File: src/rtl/arb_pkg.sv
// Package: shared state type and default sizes for the external bus arbiter.
// Assumes every module of the arbiter imports it before use.
package arb_pkg;

    localparam int unsigned SYNC_STAGES_DEF = 2;
    localparam int unsigned STATE_W         = 3;

    typedef enum logic [STATE_W-1:0] {
        ST_MCU_IDLE = 3'd0,
        ST_EXT_OWN  = 3'd1,
        ST_MCU_WAIT = 3'd2,
        ST_MCU_BUSY = 3'd3,
        ST_EXT_WAIT = 3'd4
    } arb_state_e;

    // Status inputs bundled for the next-state logic.
    typedef struct packed {
        logic br_act;
        logic bb_act;
        logic irp;
        logic ehp;
        logic etp;
        logic rbg;
    } arb_cond_t;

endpackage

File: src/rtl/arb_sync.sv
// Module: multi-bit synchronizer chain for asynchronous inputs.
// Each bit passes through STAGES flops. Reset loads RESET_VAL, which is the
// negated level for active-low handshake lines. Assumes STAGES >= 1.
module arb_sync #(
    parameter int unsigned WIDTH     = 2,
    parameter int unsigned STAGES    = 2,
    parameter logic [WIDTH-1:0] RESET_VAL = '1
) (
    input  logic             clk,
    input  logic             rst_n,
    input  logic [WIDTH-1:0] d_i,
    output logic [WIDTH-1:0] q_o
);

    logic [WIDTH-1:0] chain [STAGES];

    generate
        for (genvar s = 0; s < STAGES; s++) begin : g_stage
            if (s == 0) begin : g_first
                // First stage: capture the raw asynchronous input.
                always_ff @(posedge clk) begin
                    if (!rst_n) chain[0] <= RESET_VAL;
                    else        chain[0] <= d_i;
                end
            end else begin : g_next
                // Later stages: shift the value one flop further.
                always_ff @(posedge clk) begin
                    if (!rst_n) chain[s] <= RESET_VAL;
                    else        chain[s] <= chain[s-1];
                end
            end
        end
    endgenerate

    assign q_o = chain[STAGES-1];

endmodule

File: src/rtl/arb_next_state.sv
// Module: combinational next-state logic of the ownership arbiter.
// Assumes the request and busy conditions arrive already synchronized and
// active high. An unknown state encoding falls back to controller-idle.
module arb_next_state
    import arb_pkg::*;
(
    input  arb_state_e cur_i,
    input  arb_cond_t  c_i,
    output arb_state_e nxt_o
);

    logic mcu_may_take;   // internal request that may proceed
    logic ext_may_take;   // external request that may proceed
    logic busy_keep;      // a reason to keep the controller as owner
    logic ext_preempt;    // external master takes over a running transfer

    // Purpose: derive the shared guard terms from the status inputs.
    always_comb begin
        mcu_may_take = c_i.irp && (!c_i.ehp || !c_i.br_act);
        ext_may_take = c_i.br_act && (!c_i.irp || c_i.ehp);
        busy_keep    = (!c_i.br_act && (c_i.etp || c_i.irp)) ||
                       (c_i.irp && !c_i.ehp);
        ext_preempt  = c_i.br_act && c_i.ehp && c_i.etp;
    end

    // Purpose: choose the next state from the current state and guards.
    always_comb begin
        nxt_o = cur_i;
        unique case (cur_i)
            ST_MCU_IDLE: begin
                if (mcu_may_take || c_i.etp) nxt_o = ST_MCU_BUSY;
                else if (ext_may_take)       nxt_o = ST_EXT_OWN;
                else                         nxt_o = ST_MCU_IDLE;
            end
            ST_EXT_OWN: begin
                if (mcu_may_take) nxt_o = ST_MCU_WAIT;
                else              nxt_o = ST_EXT_OWN;
            end
            ST_MCU_WAIT: begin
                if (c_i.bb_act || c_i.rbg) nxt_o = ST_MCU_WAIT;
                else                       nxt_o = ST_MCU_BUSY;
            end
            ST_MCU_BUSY: begin
                if (ext_preempt)    nxt_o = ST_EXT_WAIT;
                else if (busy_keep) nxt_o = ST_MCU_BUSY;
                else                nxt_o = ST_MCU_IDLE;
            end
            ST_EXT_WAIT: begin
                if (!c_i.etp) nxt_o = ST_EXT_OWN;
                else          nxt_o = ST_EXT_WAIT;
            end
            default: nxt_o = ST_MCU_IDLE;
        endcase
    end

endmodule

File: src/rtl/arb_out_decode.sv
// Module: output decode of the ownership arbiter.
// Grant is a pure function of the state. The busy value follows the on-chip
// transfer indication while the driver is enabled; otherwise it is 1.
module arb_out_decode
    import arb_pkg::*;
(
    input  arb_state_e st_i,
    input  logic       etp_i,
    output logic       bg_n_o,
    output logic       bb_oe_o,
    output logic       bb_n_o
);

    // Purpose: map the state to grant and busy driver controls.
    always_comb begin
        bg_n_o  = 1'b1;
        bb_oe_o = 1'b0;
        unique case (st_i)
            ST_EXT_OWN:  bg_n_o = 1'b0;
            ST_EXT_WAIT: begin
                bg_n_o  = 1'b0;
                bb_oe_o = 1'b1;
            end
            ST_MCU_BUSY: bb_oe_o = 1'b1;
            default: begin
                bg_n_o  = 1'b1;
                bb_oe_o = 1'b0;
            end
        endcase
    end

    // Purpose: drive busy low for a running transfer, high otherwise.
    always_comb begin
        bb_n_o = bb_oe_o ? !etp_i : 1'b1;
    end

endmodule

File: src/rtl/ext_bus_arbiter.sv
// Module: top of the shared external bus ownership arbiter.
// Synchronizes the request and busy pad inputs, holds the state register and
// decodes grant and busy driver controls. Assumes the status inputs are
// already synchronous to clk.
module ext_bus_arbiter
    import arb_pkg::*;
#(
    parameter int unsigned SYNC_STAGES = SYNC_STAGES_DEF
) (
    input  logic clk,
    input  logic rst_n,
    input  logic br_n_i,
    input  logic bb_n_i,
    input  logic int_req_i,
    input  logic ext_prio_i,
    input  logic mcu_xfer_i,
    input  logic recent_grant_i,
    output logic bg_n_o,
    output logic bb_oe_o,
    output logic bb_n_o
);

    localparam int unsigned PAD_W = 2;

    logic [PAD_W-1:0] pad_raw;
    logic [PAD_W-1:0] pad_sync;
    arb_cond_t        cond;
    arb_state_e       state_q;
    arb_state_e       state_d;

    assign pad_raw = {br_n_i, bb_n_i};

    arb_sync #(
        .WIDTH    (PAD_W),
        .STAGES   (SYNC_STAGES),
        .RESET_VAL({PAD_W{1'b1}})
    ) i_sync (
        .clk  (clk),
        .rst_n(rst_n),
        .d_i  (pad_raw),
        .q_o  (pad_sync)
    );

    // Purpose: gather synchronized pad levels and status flags as active high.
    always_comb begin
        cond.br_act = !pad_sync[1];
        cond.bb_act = !pad_sync[0];
        cond.irp    = int_req_i;
        cond.ehp    = ext_prio_i;
        cond.etp    = mcu_xfer_i;
        cond.rbg    = recent_grant_i;
    end

    arb_next_state i_next (
        .cur_i(state_q),
        .c_i  (cond),
        .nxt_o(state_d)
    );

    // Purpose: state register, reset into controller-idle.
    always_ff @(posedge clk) begin
        if (!rst_n) state_q <= ST_MCU_IDLE;
        else        state_q <= state_d;
    end

    arb_out_decode i_dec (
        .st_i   (state_q),
        .etp_i  (mcu_xfer_i),
        .bg_n_o (bg_n_o),
        .bb_oe_o(bb_oe_o),
        .bb_n_o (bb_n_o)
    );

    // grant and busy driver together only in external-wait
    p_grant_with_drive_r11: assert property (@(posedge clk) disable iff (!rst_n)
        (!bg_n_o && bb_oe_o) |-> (state_q == ST_EXT_WAIT));

    // controller-wait holds while the busy line is still asserted
    p_wait_holds_on_busy_r6: assert property (@(posedge clk) disable iff (!rst_n)
        (state_q == ST_MCU_WAIT && cond.bb_act) |=> (state_q == ST_MCU_WAIT));

    // external-wait releases to external-owner once the transfer ends
    p_ext_wait_release_r8: assert property (@(posedge clk) disable iff (!rst_n)
        (state_q == ST_EXT_WAIT && !mcu_xfer_i) |=> (state_q == ST_EXT_OWN));

    // busy driver disabled outside controller-busy and external-wait
    p_no_drive_idle_r10: assert property (@(posedge clk) disable iff (!rst_n)
        (state_q inside {ST_MCU_IDLE, ST_EXT_OWN, ST_MCU_WAIT}) |-> (!bb_oe_o && bb_n_o));

    // the grant is never taken back without passing controller-wait
    p_ext_leaves_via_wait_r5: assert property (@(posedge clk) disable iff (!rst_n)
        (state_q == ST_EXT_OWN) |=> (state_q inside {ST_EXT_OWN, ST_MCU_WAIT}));

    // a running on-chip transfer takes the bus from controller-idle
    p_idle_to_busy_r3: assert property (@(posedge clk) disable iff (!rst_n)
        (state_q == ST_MCU_IDLE && mcu_xfer_i) |=> (state_q == ST_MCU_BUSY));

endmodule

File: config.mk
export PLATFORM = sky130hd
export DESIGN_NAME = ext_bus_arbiter
export DESIGN_NICKNAME = d
export VERILOG_FILES = /design/src/rtl/arb_pkg.sv /design/src/rtl/arb_sync.sv /design/src/rtl/arb_next_state.sv /design/src/rtl/arb_out_decode.sv /design/src/rtl/ext_bus_arbiter.sv
export SDC_FILE = /design/constraint.sdc
export NUM_CORES = 1
export LEC_CHECK = 0
export CORE_AREA = 2 2 39 41
export CTS_CLUSTER_DIAMETER = 120
export DETAILED_ROUTE_END_ITERATION = 12
export DIE_AREA = 0 0 41 43
export GPL_ROUTABILITY_DRIVEN = 0
export GPL_TIMING_DRIVEN = 0
export PLACE_DENSITY = 0.55
export SETUP_SLACK_MARGIN = 0.3
export SLEW_MARGIN = 20
export SYNTH_ARGS = -nofsm -noshare
export SYNTH_HDL_FRONTEND = slang
export SYNTH_HIERARCHICAL = 1
export SYNTH_SLANG_ARGS = --single-unit
File: constraint.sdc
create_clock -name clk -period 1.3 [get_ports clk]
set_input_delay 0.26 -clock clk [delete_from_list [all_inputs] [get_ports clk]]
set_output_delay 0.26 -clock clk [all_outputs]
set_load 0.05 [all_outputs]
==> results.md <==
- Global-route usage over all layers: 0.128
- Total of hold buffers inserted after clock tree synthesis: 0
- Count of non-filler cells in the finished layout: 81
- Ratio of routed vias to standard cells: 4.84
- Number of rows in the core area: 14
- Half-perimeter wire length of the detailed placement result: 564 µm
- Met3 usage in global routing: 0.0314
- Number of vias after detailed routing: 392
- Max-slew headroom: 0.775
- Maximum vdd drop: 0.567 mV
- Setup crit end kind: primary output
- Maximum fanout along the worst path: 7
- Most frequent cells in the layout: buf_4, buf_6, clkdlybuf4s50_1, nand2b_1
- Register bit count reported by yosys: 7
- Clock edge transition at the registers on the reported setup and hold paths: 0.05 ns
- Violations in the final reports: negative setup slack
- Most heavily used metal layer in global routing: met2
- Dominant cells by area after synthesis: dfxtp_1, nand2b_1, and2_1
- Max Cap Violations: 0
- Leading register cell type out of synthesis: dfxtp_1
- Setup_tns: -0.308 ns
- Worst Path Buf+Inv: 1
- PnR worst setup slack: -0.121 ns
- # port buffers: 10
- Portion of the clock cycle consumed by the worst path in the final layout: 1.09
- Nets: 74
- Number of global-route vias before repair: 395
- Clock tree root driver cell: clkbuf_4
- Number of antenna violations at the first check in global routing: 0
- Outcome: complete, but fails checks
- Detail Route Antenna Nets: 0
- Mapped Area: 369 µm²
- Number of library cell types mapped by synthesis: 24
- Final design area excluding fillers: 647 µm²
- Cell family with most CP delay: flip-flops
- Final hold vios: 0
- Area delta synth->final: 75.3%
- Standard cell area after detailed placement: 531 µm²
- Global-route wire length before repair: 1530 µm
- Final Power: 593 µW
- Remaining design rule violation count: 0
- Clock tree skew after final layout: 0.000445 ns
- Pre-CTS worst setup slack: -1.01 ns
- RSZ-0062 raised after global routing: yes
- Vertical die dimension: 43 µm
- GR Util met1: 0.123
- Top-level I/O count: 11
- Number of clock sinks seen by CTS: 7
- Router iterations before antenna repair: 2
- Yosys top cell area share: 0.380
- Cell taking the most area after synthesis: dfxtp_1
- Worst Hold Slack: 0.405 ns
- Max Freq: 704 MHz
- WL per Instance: 10.7 µm
- Met2 Track Usage GR: 0.231
- Synth async-reset ratio: 0
- Setup slack, reg-to-reg: -0.10 ns
- Power per cell area: 916 mW/mm²
- Synth Warn #: 6
- Synth Net Count: 52
- TritonCTS buffer count: 3
- Data arrival at the endpoint of the critical path: 1.16 ns
- Mapped Avg Cell Area: 8.39 µm²
- CP Cell Sequence: and4b_1, a31oi_4, buf_6
- Number of enable-type register cells in the synthesized netlist: 0
- Class of the worst hold path: reg2reg
- Required time of the critical path: 1.04 ns
- Crit path largest cell delay: 0.38 ns
- Buffers from clock root to sink, at most: 2
- Number of design-rule violations left by the first detailed-router iteration: 1
- Number of antenna repair diodes: 0
- Slowest CP cell: dfxtp_4
- Clock insertion delay at the later pin of the skew report: 0.24 ns
- Util after Layout: 0.467
- Initial cell density of the core: 0.267
- Post-placement cell count: 70
- Number of pins with negative max-slew slack in the final report: 0
- Clock tree from TritonCTS: built
- Max H-tree Level: 1
- Portion of the post-synthesis area used by sequential elements: 0.380
- Final routed wirelength across all metal layers: 865 µm
- Slew @ Worst Pin: 0.333 ns
- Maximum number of pins on one net before global-route repair: 9
- CORE AREA: 0.00138 mm²
- Number of instances in the synthesized netlist: 44
- Crit path launch type: register
- Post-layout minimum cycle time: 1.42 ns
- Share of layout cells above drive strength 1: 0.462
- Overflow left after global routing: 0
- Classification of the worst setup path: reg2out
- Die outline area: 0.00176 mm²
- Final count of negative-setup-slack endpoints: 4
- Die X: 41 µm
- Lkg Pwr: 0.268 nW
## what timing repair did
action,4_1_cts,5_1_grt
pin swaps,7,4
setup endpoints to repair,6,6
gates resized for setup,37,0
gates cloned,0,0
setup buffers,6,1
## cell usage after synthesis, types with 2 or more instances
cell and count:
dfxtp_1 7, inv_1 5, nand2b_1 5, a21oi_1 3, and2_1 3, nor2_1 2, nor2b_1 2
## routing by layer
metal,share of wire,vias to the layer above
met5,0,-
met4,0,0
met3,0.062,0
met2,0.55,10
met1,0.39,182
li1,-,200
## registers in the layout, indices dropped and copies added (netlist names)
name          count
i_sync/chain      4
state_q           3
## worst paths after layout
check | start | end | cells past startpoint
min | i_sync/chain[0][0]$_SDFF_PN1_ | i_sync/chain[1][0]$_SDFF_PN1_ | 1
max | state_q[2]$_SDFF_PN0_ | bb_n_o | 3
max reg2reg | i_sync/chain[1][1]$_SDFF_PN1_ | state_q[0]$_SDFF_PN0_ | 5
min reg2reg | i_sync/chain[0][0]$_SDFF_PN1_ | i_sync/chain[1][0]$_SDFF_PN1_ | 1
## layout make-up
type	count	area (µm²)
fillers	159	737
multi-input cells	32	263
repair buffers	17	164
flip-flops and latches	7	153
clock buffers	4	26.3
inverters	5	21.3
well taps	16	20.0
## power by group
| group | switching (mW) | internal, mW | leakage [nW] |
|---|---|---|---|
| Combinational | 0.0801 | 0.0868 | 0.194 |
| Sequential | 0.0151 | 0.227 | 0.0595 |
| Clock | 0.0676 | 0.116 | 0.0150 |
| Total | 0.163 | 0.430 | 0.268 |
## cells by family (layout without fill, tap and decap cells)
group	after synthesis	in the layout	share of synthesized area
DFF	7	7	0.380
xor gates and xnor gates	1	1	0.0237
and+or+nand+nor	20	20	0.349
AOI/OAI and AO/OA	11	11	0.197
buffers and inverters	5	26	0.0509
(Power assumes the default switching activity.)
